File: config.mk
export PLATFORM = sky130hd
export DESIGN_NAME = muldiv_unit
export DESIGN_NICKNAME = d
export VERILOG_FILES = /design/src/rtl/muldiv_pkg.sv /design/src/rtl/md_prep.sv /design/src/rtl/md_core.sv /design/src/rtl/md_fix.sv /design/src/rtl/md_hilo.sv /design/src/rtl/muldiv_unit.sv
export SDC_FILE = /design/constraint.sdc
export NUM_CORES = 1
export LEC_CHECK = 0
export BUFFER_PORTS_ARGS = -buffer_cell sky130_fd_sc_hd__buf_2
export CORE_MARGIN = 4
export CORE_UTILIZATION = 30
export CTS_BUF_LIST = sky130_fd_sc_hd__clkbuf_8
export DETAILED_ROUTE_END_ITERATION = 10
export SKIP_LAST_GASP = 1
export SLEW_MARGIN = 30
export SYNTH_ARGS = -nofsm -noshare
export SYNTH_HDL_FRONTEND = slang
export SYNTH_HIERARCHICAL = 1
export SYNTH_SLANG_ARGS = --single-unit
File: constraint.sdc
create_clock -name clk -period 14.6 [get_ports clk]
set_input_delay 2.19 -clock clk [delete_from_list [all_inputs] [get_ports clk]]
set_output_delay 2.19 -clock clk [all_outputs]
set_load 0.05 [all_outputs]
File: src/rtl/muldiv_pkg.sv
package muldiv_pkg;

  typedef enum logic [1:0] {
    OP_MUL_S = 2'b00,
    OP_MUL_U = 2'b01,
    OP_DIV_S = 2'b10,
    OP_DIV_U = 2'b11
  } md_op_e;

  function automatic logic op_is_div(input logic [1:0] code);
    return code[1];
  endfunction

  function automatic logic op_is_unsigned(input logic [1:0] code);
    return code[0];
  endfunction

endpackage

File: src/rtl/md_prep.sv
// Operand conditioning: magnitudes and the sign-fix flags for the result.
module md_prep #(
  parameter int W = 32
) (
  input  logic [1:0]     op,
  input  logic [W-1:0]   a,
  input  logic [W-1:0]   b,
  output logic [2*W-1:0] work_init,
  output logic [W-1:0]   mcand_init,
  output logic           is_div,
  output logic           neg_prod,
  output logic           neg_quo,
  output logic           neg_rem
);
  import muldiv_pkg::*;

  function automatic logic [W-1:0] magnitude(input logic [W-1:0] x, input logic neg);
    return neg ? (~x + 1'b1) : x;
  endfunction

  logic sgn_a, sgn_b;
  logic [W-1:0] mag_a, mag_b;

  always_comb begin
    sgn_a  = !op_is_unsigned(op) && a[W-1];
    sgn_b  = !op_is_unsigned(op) && b[W-1];
    mag_a  = magnitude(a, sgn_a);
    mag_b  = magnitude(b, sgn_b);
    is_div = op_is_div(op);
    if (is_div) begin
      work_init  = {{W{1'b0}}, mag_a};
      mcand_init = mag_b;
    end else begin
      work_init  = {{W{1'b0}}, mag_b};
      mcand_init = mag_a;
    end
    neg_prod = !is_div && (sgn_a ^ sgn_b);
    neg_quo  = is_div && (sgn_a ^ sgn_b);
    neg_rem  = is_div && sgn_a;
  end

endmodule

File: src/rtl/md_core.sv
// One-bit-per-cycle shift-add multiply / restoring divide engine.
module md_core #(
  parameter int W = 32
) (
  input  logic           clk,
  input  logic           rst_n,
  input  logic           load,
  input  logic [2*W-1:0] work_init,
  input  logic [W-1:0]   mcand_init,
  input  logic           is_div_in,
  input  logic           neg_prod_in,
  input  logic           neg_quo_in,
  input  logic           neg_rem_in,
  output logic           busy,
  output logic           done,
  output logic [2*W-1:0] raw,
  output logic           is_div,
  output logic           neg_prod,
  output logic           neg_quo,
  output logic           neg_rem
);
  localparam int CNT_W = $clog2(W);
  localparam logic [CNT_W-1:0] LAST = CNT_W'(W - 1);

  // Product register: upper half accumulates, lower half holds the
  // unconsumed multiplier bits, shifted right each step.
  function automatic logic [2*W-1:0] mul_step(input logic [2*W-1:0] w, input logic [W-1:0] m);
    logic [W:0] sum;
    sum = {1'b0, w[2*W-1:W]} + (w[0] ? {1'b0, m} : {(W+1){1'b0}});
    return {sum, w[W-1:1]};
  endfunction

  // Remainder in the upper half, dividend/quotient bits in the lower half.
  function automatic logic [2*W-1:0] div_step(input logic [2*W-1:0] w, input logic [W-1:0] d);
    logic [W:0] shifted;
    logic [W:0] diff;
    logic       fits;
    shifted = w[2*W-1:W-1];
    fits    = shifted >= {1'b0, d};
    diff    = shifted - {1'b0, d};
    return {fits ? diff[W-1:0] : shifted[W-1:0], w[W-2:0], fits};
  endfunction

  logic [2*W-1:0]   work;
  logic [W-1:0]     mcand;
  logic [CNT_W-1:0] cnt;

  assign raw  = is_div ? div_step(work, mcand) : mul_step(work, mcand);
  assign done = busy && (cnt == LAST);

  always_ff @(posedge clk) begin
    if (!rst_n) begin
      busy     <= 1'b0;
      cnt      <= '0;
      work     <= '0;
      mcand    <= '0;
      is_div   <= 1'b0;
      neg_prod <= 1'b0;
      neg_quo  <= 1'b0;
      neg_rem  <= 1'b0;
    end else if (load) begin
      busy     <= 1'b1;
      cnt      <= '0;
      work     <= work_init;
      mcand    <= mcand_init;
      is_div   <= is_div_in;
      neg_prod <= neg_prod_in;
      neg_quo  <= neg_quo_in;
      neg_rem  <= neg_rem_in;
    end else if (busy) begin
      work <= raw;
      cnt  <= cnt + 1'b1;
      if (cnt == LAST) busy <= 1'b0;
    end
  end

endmodule

File: src/rtl/md_fix.sv
// Final sign correction, applied in the completion cycle.
module md_fix #(
  parameter int W = 32
) (
  input  logic [2*W-1:0] raw,
  input  logic           is_div,
  input  logic           neg_prod,
  input  logic           neg_quo,
  input  logic           neg_rem,
  output logic [W-1:0]   res_hi,
  output logic [W-1:0]   res_lo
);
  function automatic logic [2*W-1:0] neg_wide(input logic [2*W-1:0] x, input logic en);
    return en ? (~x + 1'b1) : x;
  endfunction

  function automatic logic [W-1:0] neg_half(input logic [W-1:0] x, input logic en);
    return en ? (~x + 1'b1) : x;
  endfunction

  logic [2*W-1:0] prod;

  always_comb begin
    prod = neg_wide(raw, neg_prod);
    if (is_div) begin
      res_hi = neg_half(raw[2*W-1:W], neg_rem);
      res_lo = neg_half(raw[W-1:0], neg_quo);
    end else begin
      res_hi = prod[2*W-1:W];
      res_lo = prod[W-1:0];
    end
  end

endmodule

File: src/rtl/md_hilo.sv
// HI/LO result pair: completion has priority, moves only when allowed.
module md_hilo #(
  parameter int W = 32
) (
  input  logic         clk,
  input  logic         rst_n,
  input  logic         load_res,
  input  logic [W-1:0] res_hi,
  input  logic [W-1:0] res_lo,
  input  logic         mv_hi,
  input  logic         mv_lo,
  input  logic [W-1:0] mv_data,
  output logic [W-1:0] hi_q,
  output logic [W-1:0] lo_q
);
  always_ff @(posedge clk) begin
    if (!rst_n) begin
      hi_q <= '0;
      lo_q <= '0;
    end else if (load_res) begin
      hi_q <= res_hi;
      lo_q <= res_lo;
    end else begin
      if (mv_hi) hi_q <= mv_data;
      if (mv_lo) lo_q <= mv_data;
    end
  end
endmodule

File: src/rtl/muldiv_unit.sv
module muldiv_unit #(
  parameter int W = 32
) (
  input  logic         clk,
  input  logic         rst_n,
  input  logic         start,
  input  logic [1:0]   op,
  input  logic [W-1:0] src_a,
  input  logic [W-1:0] src_b,
  output logic         busy,
  input  logic         rd_req,
  input  logic         rd_sel,
  output logic [W-1:0] rd_data,
  output logic         rd_ready,
  input  logic         wr_hi,
  input  logic         wr_lo,
  input  logic [W-1:0] wr_data
);
  logic           accept_w;
  logic           done_w;
  logic           mv_hi_w, mv_lo_w;
  logic [2*W-1:0] init_work, raw_w;
  logic [W-1:0]   init_mcand;
  logic           p_div, p_nprod, p_nquo, p_nrem;
  logic           c_div, c_nprod, c_nquo, c_nrem;
  logic [W-1:0]   res_hi, res_lo;
  logic [W-1:0]   hi_q, lo_q;

  assign accept_w = start && !busy;
  assign mv_hi_w  = wr_hi && !busy;
  assign mv_lo_w  = wr_lo && !busy;

  md_prep #(.W(W)) u_prep (
    .op(op), .a(src_a), .b(src_b),
    .work_init(init_work), .mcand_init(init_mcand),
    .is_div(p_div), .neg_prod(p_nprod), .neg_quo(p_nquo), .neg_rem(p_nrem)
  );

  md_core #(.W(W)) u_core (
    .clk(clk), .rst_n(rst_n), .load(accept_w),
    .work_init(init_work), .mcand_init(init_mcand),
    .is_div_in(p_div), .neg_prod_in(p_nprod), .neg_quo_in(p_nquo), .neg_rem_in(p_nrem),
    .busy(busy), .done(done_w), .raw(raw_w),
    .is_div(c_div), .neg_prod(c_nprod), .neg_quo(c_nquo), .neg_rem(c_nrem)
  );

  md_fix #(.W(W)) u_fix (
    .raw(raw_w), .is_div(c_div), .neg_prod(c_nprod), .neg_quo(c_nquo), .neg_rem(c_nrem),
    .res_hi(res_hi), .res_lo(res_lo)
  );

  md_hilo #(.W(W)) u_hilo (
    .clk(clk), .rst_n(rst_n), .load_res(done_w),
    .res_hi(res_hi), .res_lo(res_lo),
    .mv_hi(mv_hi_w), .mv_lo(mv_lo_w), .mv_data(wr_data),
    .hi_q(hi_q), .lo_q(lo_q)
  );

  assign rd_ready = !busy;
  assign rd_data  = rd_req ? (rd_sel ? hi_q : lo_q) : '0;

endmodule

# After elaboration in Yosys (flattened, before gate mapping)
# Cells that the tools add are included.
# word_totals
ff_bits	170
out_inout_bits	34
# classes
n_addsub	8
n_lt_le_gt_ge	1
n_eq_ne	1
n_mux	23
n_bitwise	7
n_reduce_logical	16
# ops
op	count
32-bit 2-to-1 mux	16
64-bit 2-to-1 mux	4
32-bit by 1-bit adder with 32-bit output, second input constant	4
32-bit inverter	4
64-bit by 1-bit adder with 64-bit output, second input constant	1
64-bit inverter	1
32-bit by 32-bit adder with 33-bit output	1
33-bit by 32-bit >= comparator with 1-bit output	1
32-bit subtractor	1
1-bit logical AND	9
2-bit nonzero test	3
5-bit by 1-bit adder with 5-bit output, second input constant	1
5-bit == test, second input constant	1
1-bit logical NOT	3
1-bit 2-to-1 mux	3
2-bit OR reduction	1
1-bit inverter	1
1-bit XOR	1

# Longest topological paths before layout
# Gate-level depths: netlist of run 1.
# depth
ltp_word	8
depth_mapped	24

# Cells and area by module
# Netlist of run 1, hierarchy kept.
# modules_own_cells
module	n_inst	cells_per_inst	area_per_inst_um2
md_core	1	1226	9221.3
md_hilo	1	285	3529.6
md_prep	1	364	2600.0
md_fix	1	281	1833.0
muldiv_unit	1	75	625.6

# Worst setup path after synthesis of run 1
# Ideal clock, no wire load.
# synth_timing
path_type	in2out
from	input port rd_sel
to	output port rd_data[10]
arrival_time_ns	3.262
path_slack_ns	9.148
path_stages	4
path_buffers	2
path_cell_list	buf_6 -> buf_12 -> mux2i_1 -> nor2b_1
# synth_between
elab_chain_cells	2
# synth_rtl
item	line_no	source
start: declaration	muldiv_unit.sv:12	input logic rd_sel,
32-bit 2-to-1 mux (2 in series)	muldiv_unit.sv:60	assign rd_data = rd_req ? (rd_sel ? hi_q : lo_q) : '0;
end: declaration	muldiv_unit.sv:13	output logic [W-1:0] rd_data,
# Every way passes these cells.

# Worst setup path after layout of run 1
# layout_timing
from	register u_core.work[0]
to	register u_hilo.hi_q[28]
# layout_between
elab_chain_cells	8
elab_cells_between_ends	11
classes_between	add/sub: 3; mux: 6; bitwise: 2
# layout_rtl
item	line_no	source
start: declaration	md_core.sv:44	logic [2*W-1:0] work;
start signal: assignment	md_core.sv:64	work <= work_init;
start signal: assignment	md_core.sv:71	work <= raw;
32-bit 2-to-1 mux *	md_core.sv:29	sum = {1'b0, w[2*W-1:W]} + (w[0] ? {1'b0, m} : {(W+1){1'b0}});
32-bit by 32-bit adder with 33-bit output *	md_core.sv:29	
64-bit 2-to-1 mux *	md_core.sv:48	assign raw = is_div ? div_step(work, mcand) : mul_step(work, mcand);
named net raw_w[55]	muldiv_unit.sv:22	logic [2*W-1:0] init_work, raw_w;
64-bit inverter or 32-bit inverter (tied branches)	md_fix.sv:14, md_fix.sv:18	
64-bit by 1-bit adder with 64-bit output or 32-bit by 1-bit adder with 32-bit output (tied branches)	md_fix.sv:14, md_fix.sv:18	
64-bit 2-to-1 mux or 32-bit 2-to-1 mux (tied branches)	md_fix.sv:14, md_fix.sv:18	
32-bit 2-to-1 mux *	md_fix.sv:25	if (is_div) begin
named net res_hi[28]	muldiv_unit.sv:26	logic [W-1:0] res_hi, res_lo;
32-bit 2-to-1 mux *	md_hilo.sv:20	end else if (load_res) begin
end signal: assignment	md_hilo.sv:21	hi_q <= res_hi;
end signal: assignment	md_hilo.sv:24	if (mv_hi) hi_q <= mv_data;
end: declaration	md_hilo.sv:13	output logic [W-1:0] hi_q,
# The timed path passes the listed nets; every way through them passes the cells marked *.
# A chain may end at the register's enable or synchronous reset.

==> insert_results.sql, run 1 <==
INSERT INTO impl_metrics (metric_group, metric, value, unit) VALUES
('drt', 'drt-initial-drc-count', '1801', ''),
('clock_network', 'cts_setup_buffers', '0', ''),
('status', 'status', 'finished clean', ''),
('timing', 'timing_max_transition_violations_final', '0', ''),
('timing', 'setup_repair_after_global_routing_missed_its_margin', 'false', ''),
('drt', 'wl_met2', '26430', 'microns'),
('drt', 'length_of_the_first_detailed_routing_pass_in_iterations', '6', ''),
('setup_path', 'cp_data_arrival_time', '6.63', 'ns'),
('global_route', 'globalRouteOverflowTotal', '0', ''),
('drt', 'route.vias.total', '16790', ''),
('timing', 'finalSetupViolations', '0', ''),
('finish', 'layout_overhead_on_the_synthesized_area', '7.574', '%'),
('clock_network', 'clkTransAtPathRegs', '0.11', 'ns'),
('drt', 'met3WireLength', '4235', 'microns'),
('global_route', 'first_global_vias', '15290', ''),
('power', 'report.power.total', '1.740', 'mW'),
('clock_network', 'worst_skew_pair.late_latency', '0.51', 'ns'),
('clock_network', 'holdBufCountCts', '0', ''),
('synth', 'syn_inst', '2231', ''),
('synth', 'mapped_cell_area', '17810', 'sq um'),
('global_route', 'grt_use_total', '18.32', '%'),
('timing', 'maxSlewHeadroom', '34.52', '%'),
('global_route', 'grt_pass1_wl', '92720', 'microns'),
('global_route', 'grt_start_max_net_pins', '103', ''),
('timing', 'finalHoldViolCount', '0', ''),
('power', 'peak_vdd_ir', '0.00005375', 'V'),
('timing', 'finalClockSkew', '0.01869', 'ns'),
('setup_path', 'critPathKind', 'flop to flop', ''),
('clock_network', 'cts_tree', 'yes', ''),
('synth', 'synth_top_flop_cell', 'sky130_fd_sc_hd__dfxtp_1', ''),
('setup_path', 'r2r-start', 'u_core/work[0]$_SDFFE_PN0P_', ''),
('drt', 'avgViaCountPerCell', '5.511', ''),
('global_route', 'antenna_found_initial', '0', ''),
('synth', 'synth.ff_latch_count', '170', ''),
('finish', 'design.final.nets', '2438', ''),
('synth', 'netlist-cell-type-count', '96', ''),
('floorplanning', 'floorplan.die_area', '63330', 'sq um'),
('floorplanning', 'boundaryPins', '139', ''),
('hold_path', 'whs_path_depth', '2', ''),
('setup_path', 'reg2regPathDepth', '20', ''),
('clock_network', 'cts-root-buf', 'sky130_fd_sc_hd__clkbuf_8', ''),
('clock_network', 'cts_num_sinks', '170', ''),
('power', 'power.static_leakage', '8.565', 'nW'),
('synth', 'synth.avg_cell_area', '7.983', 'sq um'),
('clock_network', 'post_cts.resized_instances', '0', ''),
('setup_path', 'setup.worst_path.start', 'u_core/work[0]$_SDFFE_PN0P_', ''),
('floorplanning', 'start_util', '30.23', '%'),
('finish', 'share_of_cells_above_drive_strength_1', '15.09', '%'),
('floorplanning', 'fp.dieW', '251.7', 'microns'),
('drt', 'top_signal_layer_used', 'met4', ''),
('setup_path', 'critical_path.max_fanout', '34', ''),
('timing', 'final.min_clock_period', '6.238', 'ns'),
('finish', 'most-common-layout-cells', 'sky130_fd_sc_hd__nor2_1, sky130_fd_sc_hd__dfxtp_1, sky130_fd_sc_hd__mux2i_1', ''),
('finish', 'final_common_cell', 'sky130_fd_sc_hd__nor2_1', ''),
('synth', 'synthDominantAreaCellType', 'sky130_fd_sc_hd__dfxtp_1', ''),
('hold_path', 'min-delay-path-class', 'flop to flop', ''),
('floorplanning', 'fp.dieH', '251.7', 'microns'),
('flow_run', 'max_cap_viol_count', '0', ''),
('drt', 'post_drt_wl_per_cell', '20.01', 'microns'),
('power', 'power-per-cell-area', '90.84', 'nW/um^2'),
('clock_network', 'cts_made_buffers', '17', ''),
('synth', 'synthArstFlopShare', '0', '%'),
('setup_path', 'timing.critical_path.from_type', 'flop', ''),
('setup_path', 'crit_path_end_kind', 'flop', ''),
('timing', 'setup_tns', '0', 'ns'),
('timing', 'achievable-frequency', '160.3', 'MHz'),
('place', 'placement.cell_area', '18750', 'sq um'),
('synth', 'synth_seq_area_share', '19.11', '%'),
('finish', 'diodes', '0', ''),
('synth', 'synth-edff-count', '0', ''),
('synth', 'synthesis.yosys.warnings', '6', '');
==> sequential cells by signal, indices dropped and copies added, names as in the netlist <==
name,count
u_core/is_div,1
u_hilo/lo_q,32
u_core/neg_rem,1
u_core/cnt,5
u_hilo/hi_q,32
u_core/work,64
u_core/neg_quo,1
u_core/mcand,32
u_core/busy,1
u_core/neg_prod,1
==> worst max-delay path: stages (launching register included) <==
cell                        delay [ns]
sky130_fd_sc_hd__dfxtp_2          0.51
sky130_fd_sc_hd__and2_1           0.23
sky130_fd_sc_hd__ha_1             0.20
sky130_fd_sc_hd__fa_1             0.44
sky130_fd_sc_hd__a211oi_1         0.35
sky130_fd_sc_hd__o211ai_1         0.20
sky130_fd_sc_hd__o2bb2ai_1        0.18
sky130_fd_sc_hd__a221oi_1         0.42
sky130_fd_sc_hd__o21ai_0          0.34
sky130_fd_sc_hd__a41oi_1          0.45
sky130_fd_sc_hd__xor2_1           0.20
sky130_fd_sc_hd__nor2_1           0.06
sky130_fd_sc_hd__a21oi_1          0.38
sky130_fd_sc_hd__inv_1            0.15
sky130_fd_sc_hd__nor4_1           0.53
sky130_fd_sc_hd__nand4_1          0.34
sky130_fd_sc_hd__or2_2            0.40
sky130_fd_sc_hd__o41ai_1          0.35
sky130_fd_sc_hd__xnor2_1          0.11
sky130_fd_sc_hd__nand2b_1         0.15
sky130_fd_sc_hd__o211a_1          0.13
==> path summary, 6_finish.rpt <==
path,endpoint,slack [ns]
max,u_hilo/hi_q[28]$_SDFFE_PN0P_,8.36
min,u_core/cnt[4]$_SDFFE_PP0P_,0.52
max reg2reg,u_hilo/hi_q[28]$_SDFFE_PN0P_,8.36
min reg2reg,u_core/cnt[4]$_SDFFE_PP0P_,0.52
==> layer usage <==
layer,up-vias,track usage [%]
li1,8055,-
met1,8037,27.42
met2,624,27.90
met3,71,2.928
met4,0,3.376
met5,-,0
==> power breakdown <==
| group | switching, mW | internal [mW] | total (mW) |
|---|---|---|---|
| registers | 0.0492 | 0.501 | 0.550 |
| clock network | 0.197 | 0.170 | 0.367 |
| logic | 0.506 | 0.317 | 0.823 |
| total | 0.752 | 0.988 | 1.74 |
==> cells in the mapped netlist (all sizes together), types with 7 or more instances <==
cell / count
inv: 71
dfxtp: 170
a211o: 9
nand2b: 54
a31o: 9
mux2: 99
xor2: 65
o211ai: 14
nand3: 62
or4: 20
ha: 70
nand2: 125
mux2i: 151
buf: 72
a31oi: 35
o31ai: 33
o211a: 65
xnor2: 106
nor2b: 48
o21ai: 98
nor3: 34
and2: 47
o21a: 15
a211oi: 16
a21o: 30
nor4: 20
o41ai: 14
o21bai: 10
nor2: 224
a21oi: 151
or2: 7
and3: 12
or3: 49
clkbuf: 105
or2b: 22
nand4: 22
a41oi: 8
==> per-stage QoR <==
step	hold slack, ns	std cells	setup slack (ns)	utilization [%]
global placement	0.4859	3015	8.174	31.80
floorplan	0.4583	2262	9.148	-
global route	0.5369	3046	7.966	32.52
finish	0.5232	3046	8.362	32.52
detailed placement	0.4994	3015	8.533	31.82
CTS	0.5227	3046	8.487	32.51
==> cell type report <==
type | instances | area (sq um) | share of cell area [%]
clock buffer | 17 | 234.0 | 1.221
clock inverter | 14 | 171.4 | 0.8947
inverter | 71 | 266.5 | 1.391
multi-input combinational | 1844 | 13260 | 69.22
sequential | 170 | 3410 | 17.80
tap | 773 | 967.2 | 5.048
timing repair buffer | 157 | 848.3 | 4.428
==> cell families after synthesis <==
kind of cell	after synthesis	synth area share, %
other cells	1	0.02106
buf+inv	248	7.363
fa+ha+maj	72	5.143
simple gates	769	22.52
mux	250	16.01
xor+xnor	171	8.409
flops	170	19.11
compound gates	550	21.43
(Power assumes the default switching activity.)
==> run 2: changes to the inputs <==
--- a/config.mk
+++ b/config.mk
@@ -5,6 +5,7 @@
 export SDC_FILE = /design/constraint.sdc
 export NUM_CORES = 1
 export LEC_CHECK = 0
+export ABC_AREA = 1
 export BUFFER_PORTS_ARGS = -buffer_cell sky130_fd_sc_hd__buf_2
 export CORE_MARGIN = 4
 export CORE_UTILIZATION = 30
==> constraint.sdc (replaced) <==
create_clock -name clk -period 5.65 [get_ports clk]
set_input_delay 0.8475 -clock clk [delete_from_list [all_inputs] [get_ports clk]]
set_output_delay 0.8475 -clock clk [all_outputs]
set_load 0.05 [all_outputs]
==> run 2 against run 1 <==
Compared with the run above: wire length is 28% higher; cell count is 48% higher; design area up 11%; count of clock-buffer cells in the layout up 3; hold slack got worse by 0.045 ns; fmax rose by 41%; clock skew increased by 0.0047 ns; utilization up 0.35 points; synthesized cell count increased by 62%; largest power group unchanged.
==> insert_results.sql, run 2 <==
INSERT INTO impl_metrics (metric_group, metric, value, unit) VALUES
('synth', 'synth-edff-count', '0', ''),
('floorplanning', 'floorplan.die_area', '70060', 'sq um'),
('clock_network', 'cts_tree', 'yes', ''),
('setup_path', 'crit_required', '6.11', 'ns'),
('floorplanning', 'fp.dieW', '264.7', 'microns'),
('clock_network', 'worst_skew_pair.late_latency', '0.52', 'ns'),
('floorplanning', 'rows', '93', ''),
('setup_path', 'cp_slowest_stage_delay', '0.47', 'ns'),
('power', 'power.static_leakage', '11.24', 'nW'),
('clock_network', 'cts_num_sinks', '170', ''),
('clock_network', 'cts_htree_levels', '4', ''),
('place', 'dp_slack', '1.382', 'ns'),
('clock_network', 'cts-root-buf', 'sky130_fd_sc_hd__clkbuf_8', ''),
('timing', 'transition_time_at_the_pin_with_the_least_slew_margin', '0.9134', 'ns'),
('clock_network', 'cts_setup_buffers', '0', ''),
('drt', 'route.vias.total', '22520', ''),
('synth', 'synthesis.yosys.warnings', '6', ''),
('drt', 'length_of_the_first_detailed_routing_pass_in_iterations', '6', ''),
('setup_path', 'timing.critical_path.mode_cell', 'sky130_fd_sc_hd__nand2_1', ''),
('global_route', 'grt_start_max_net_pins', '83', ''),
('clock_network', 'cts_max_path_buffers', '2', ''),
('timing', 'finalHoldViolCount', '0', ''),
('timing', 'final.min_clock_period', '4.410', 'ns'),
('status', 'status', 'finished clean', ''),
('setup_path', 'crit_slowest_cell', 'sky130_fd_sc_hd__dfxtp_1', ''),
('floorplanning', 'start_util', '30.50', '%'),
('synth', 'synth_top_flop_cell', 'sky130_fd_sc_hd__dfxtp_1', ''),
('power', 'netSwitchingPower', '2.422', 'mW'),
('global_route', 'grt_pass1_wl', '118200', 'microns'),
('synth', 'synth_seq_area_share', '17.22', '%'),
('synth', 'synth.avg_cell_area', '5.475', 'sq um'),
('synth', 'synth_top_cells_by_count', 'sky130_fd_sc_hd__nand2_1, sky130_fd_sc_hd__inv_1, sky130_fd_sc_hd__nand3_1', ''),
('place', 'dp_hpwl', '62830', 'microns'),
('clock_network', 'cts_made_buffers', '17', ''),
('clock_network', 'clkTransAtPathRegs', '0.10', 'ns'),
('setup_path', 'critPathKind', 'flop to flop', ''),
('floorplanning', 'boundaryPins', '139', ''),
('timing', 'maxSlewHeadroom', '39.10', '%'),
('drt', 'post_drt_wl_per_cell', '17.22', 'microns'),
('power', 'power.switching_fraction', '50.14', '%'),
('synth', 'netlist-cell-type-count', '53', ''),
('synth', 'synthArstFlopShare', '0', '%'),
('drt', 'route.antenna.remaining_nets', '0', ''),
('finish', 'final_common_cell', 'sky130_fd_sc_hd__nand2_1', ''),
('synth', 'yosys-top-cells-area', 'sky130_fd_sc_hd__nand2_1, sky130_fd_sc_hd__dfxtp_1, sky130_fd_sc_hd__nand3_1, sky130_fd_sc_hd__inv_1, sky130_fd_sc_hd__nor2_1', ''),
('synth', 'synthDominantAreaCellType', 'sky130_fd_sc_hd__nand2_1', ''),
('flow_run', 'max_cap_viol_count', '0', ''),
('finish', 'nFillCells', '7437', ''),
('drt', 'avgViaCountPerCell', '4.984', ''),
('timing', 'timing.final.crit_share', '78.06', '%'),
('power', 'share_comb_of_total_power', '52.9', '%'),
('drt', 'drt-initial-drc-count', '2177', ''),
('hold_path', 'min-delay-path-class', 'flop to flop', ''),
('drt', 'detail_route.wirelength', '77840', 'microns'),
('finish', 'top_register', 'u_core/work', ''),
('drt', 'drc', '0', ''),
('global_route', 'grt_use_total', '21.14', '%'),
('synth', 'synth.most_common_cell', 'sky130_fd_sc_hd__nand2_1', ''),
('synth', 'synth.ff_latch_count', '170', ''),
('power', 'peak_vdd_ir', '0.0001633', 'V'),
('power', 'pwr-share-seq', '28.3', '%'),
('place', 'port_buffers', '138', ''),
('finish', 'layout_overhead_on_the_synthesized_area', '7.773', '%'),
('timing', 'setup_repair_after_global_routing_missed_its_margin', 'false', ''),
('setup_path', 'critPathBufInv', '4', ''),
('global_route', 'globalRouteOverflowTotal', '0', ''),
('timing', 'final_worst_path_setup_slack', '1.240', 'ns'),
('floorplanning', 'fp.dieH', '264.7', 'microns'),
('setup_path', 'crit_path_end_kind', 'flop', ''),
('timing', 'timing_max_transition_violations_final', '0', ''),
('timing', 'finalClockSkew', '0.02339', 'ns'),
('place', 'gp_routability_congestion', '0.9997', ''),
('finish', 'design.final.nets', '3827', ''),
('setup_path', 'critical_path.max_fanout', '26', ''),
('power', 'internal_power', '2.408', 'mW'),
('setup_path', 'cp_data_arrival_time', '4.87', 'ns'),
('setup_path', 'cpLargestDelayFamily', 'simple AND/OR/NAND/NOR gates', ''),
('synth', 'synth.top_cell.area_share', '23.89', '%'),
('finish', 'final_core_util', '32.87', '%'),
('finish', 'share_of_cells_above_drive_strength_1', '9.664', '%'),
('synth', 'syn_inst', '3610', ''),
('finish', 'largest_reg_flops', '64', ''),
('clock_network', 'post_cts.resized_instances', '0', ''),
('setup_path', 'timing.critical_path.from_type', 'flop', ''),
('finish', 'most-common-layout-cells', 'sky130_fd_sc_hd__nand2_1, sky130_fd_sc_hd__inv_1, sky130_fd_sc_hd__nand3_1', ''),
('power', 'report.power.total', '4.830', 'mW'),
('floorplanning', 'fp.coreArea', '64810', 'sq um'),
('timing', 'finalSetupViolations', '0', ''),
('timing', 'achievable-frequency', '226.7', 'MHz'),
('power', 'power-per-cell-area', '226.7', 'nW/um^2'),
('global_route', 'antenna_found_initial', '1', ''),
('global_route', 'first_global_vias', '20350', ''),
('clock_network', 'holdBufCountCts', '0', ''),
('synth', 'mapped_cell_area', '19770', 'sq um'),
('timing', 'setup_tns', '0', 'ns'),
('power', 'p_clk_share', '18.9', '%');
==> run 2: kinds of logic (layout without fill, tap and decap cells) <==
family,count (synthesis),count (layout),synth area share [%]
AO/OA/AOI/OAI,419,419,11.98
adder cells (fa/ha/maj),72,72,4.634
other,1,33,0.01897
AND/OR/NAND/NOR,2174,2174,47.59
XOR/XNOR,84,84,3.722
buffers and inverters,690,712,14.84
flip-flops,170,170,17.22
==> run 2: worst paths after layout <==
kind	start	endpoint	slack, ns	depth (start not counted)
setup / recovery	u_core/work[39]$_SDFFE_PN0P_	u_hilo/hi_q[12]$_SDFFE_PN0P_	1.24	26
hold / removal	u_core/cnt[4]$_SDFFE_PP0P_	u_core/cnt[4]$_SDFFE_PP0P_	0.48	2
setup reg to reg	u_core/work[39]$_SDFFE_PN0P_	u_hilo/hi_q[12]$_SDFFE_PN0P_	1.24	26
hold reg to reg	u_core/cnt[4]$_SDFFE_PP0P_	u_core/cnt[4]$_SDFFE_PP0P_	0.48	2
==> run 2: per-stage QoR <==
step           instances  instance area (sq um)  hold slack [ns]
6_report            4519                  21300           0.4781
5_1_grt             4519                  21300           0.5063
4_1_cts             4518                  21300           0.4824
3_5_place_dp        4486                  20910           0.4683
3_3_place_gp        4485                  20890           0.4540
2_1_floorplan       3641                  19880           0.4452
==> run 2: worst min-delay path: stages (launching register included) <==
cell and delay, ns:
sky130_fd_sc_hd__dfxtp_1 0.32, sky130_fd_sc_hd__nand2_1 0.06, sky130_fd_sc_hd__a21oi_1 0.05
==> run 2: layout make-up <==
cell class,instances,area [sq um],area share (%)
Multi-Input combinational cell,2781,13580,63.77
Inverter,517,1958,9.192
Timing Repair Buffer,163,898.4,4.217
Clock buffer,20,275.3,1.292
Antenna cell,1,2.502,0.01175
Sequential cell,170,3405,15.98
Tap cell,855,1070,5.022
Clock inverter,12,110.1,0.5169
==> run 2: power groups by stage <==
stage | Sequential, mW | Clock, mW | Combinational, mW
floorplan | 1.36 | 0 | 1.81
global placement | 1.39 | 0 | 2.51
detailed placement | 1.39 | 0 | 2.50
CTS | 1.36 | 0.932 | 2.51
global route | 1.37 | 0.973 | 2.81
finish | 1.37 | 0.911 | 2.55
==> run 2: per-layer routing <==
layer  track usage [%]  vias up  wire length [microns]
met5                 0        -                      0
met3             2.302       58                   5381
met4             4.155        0                   1211
li1                  -    11370                      -
met1             31.14    10290                  36680
met2             33.47      806                  34570
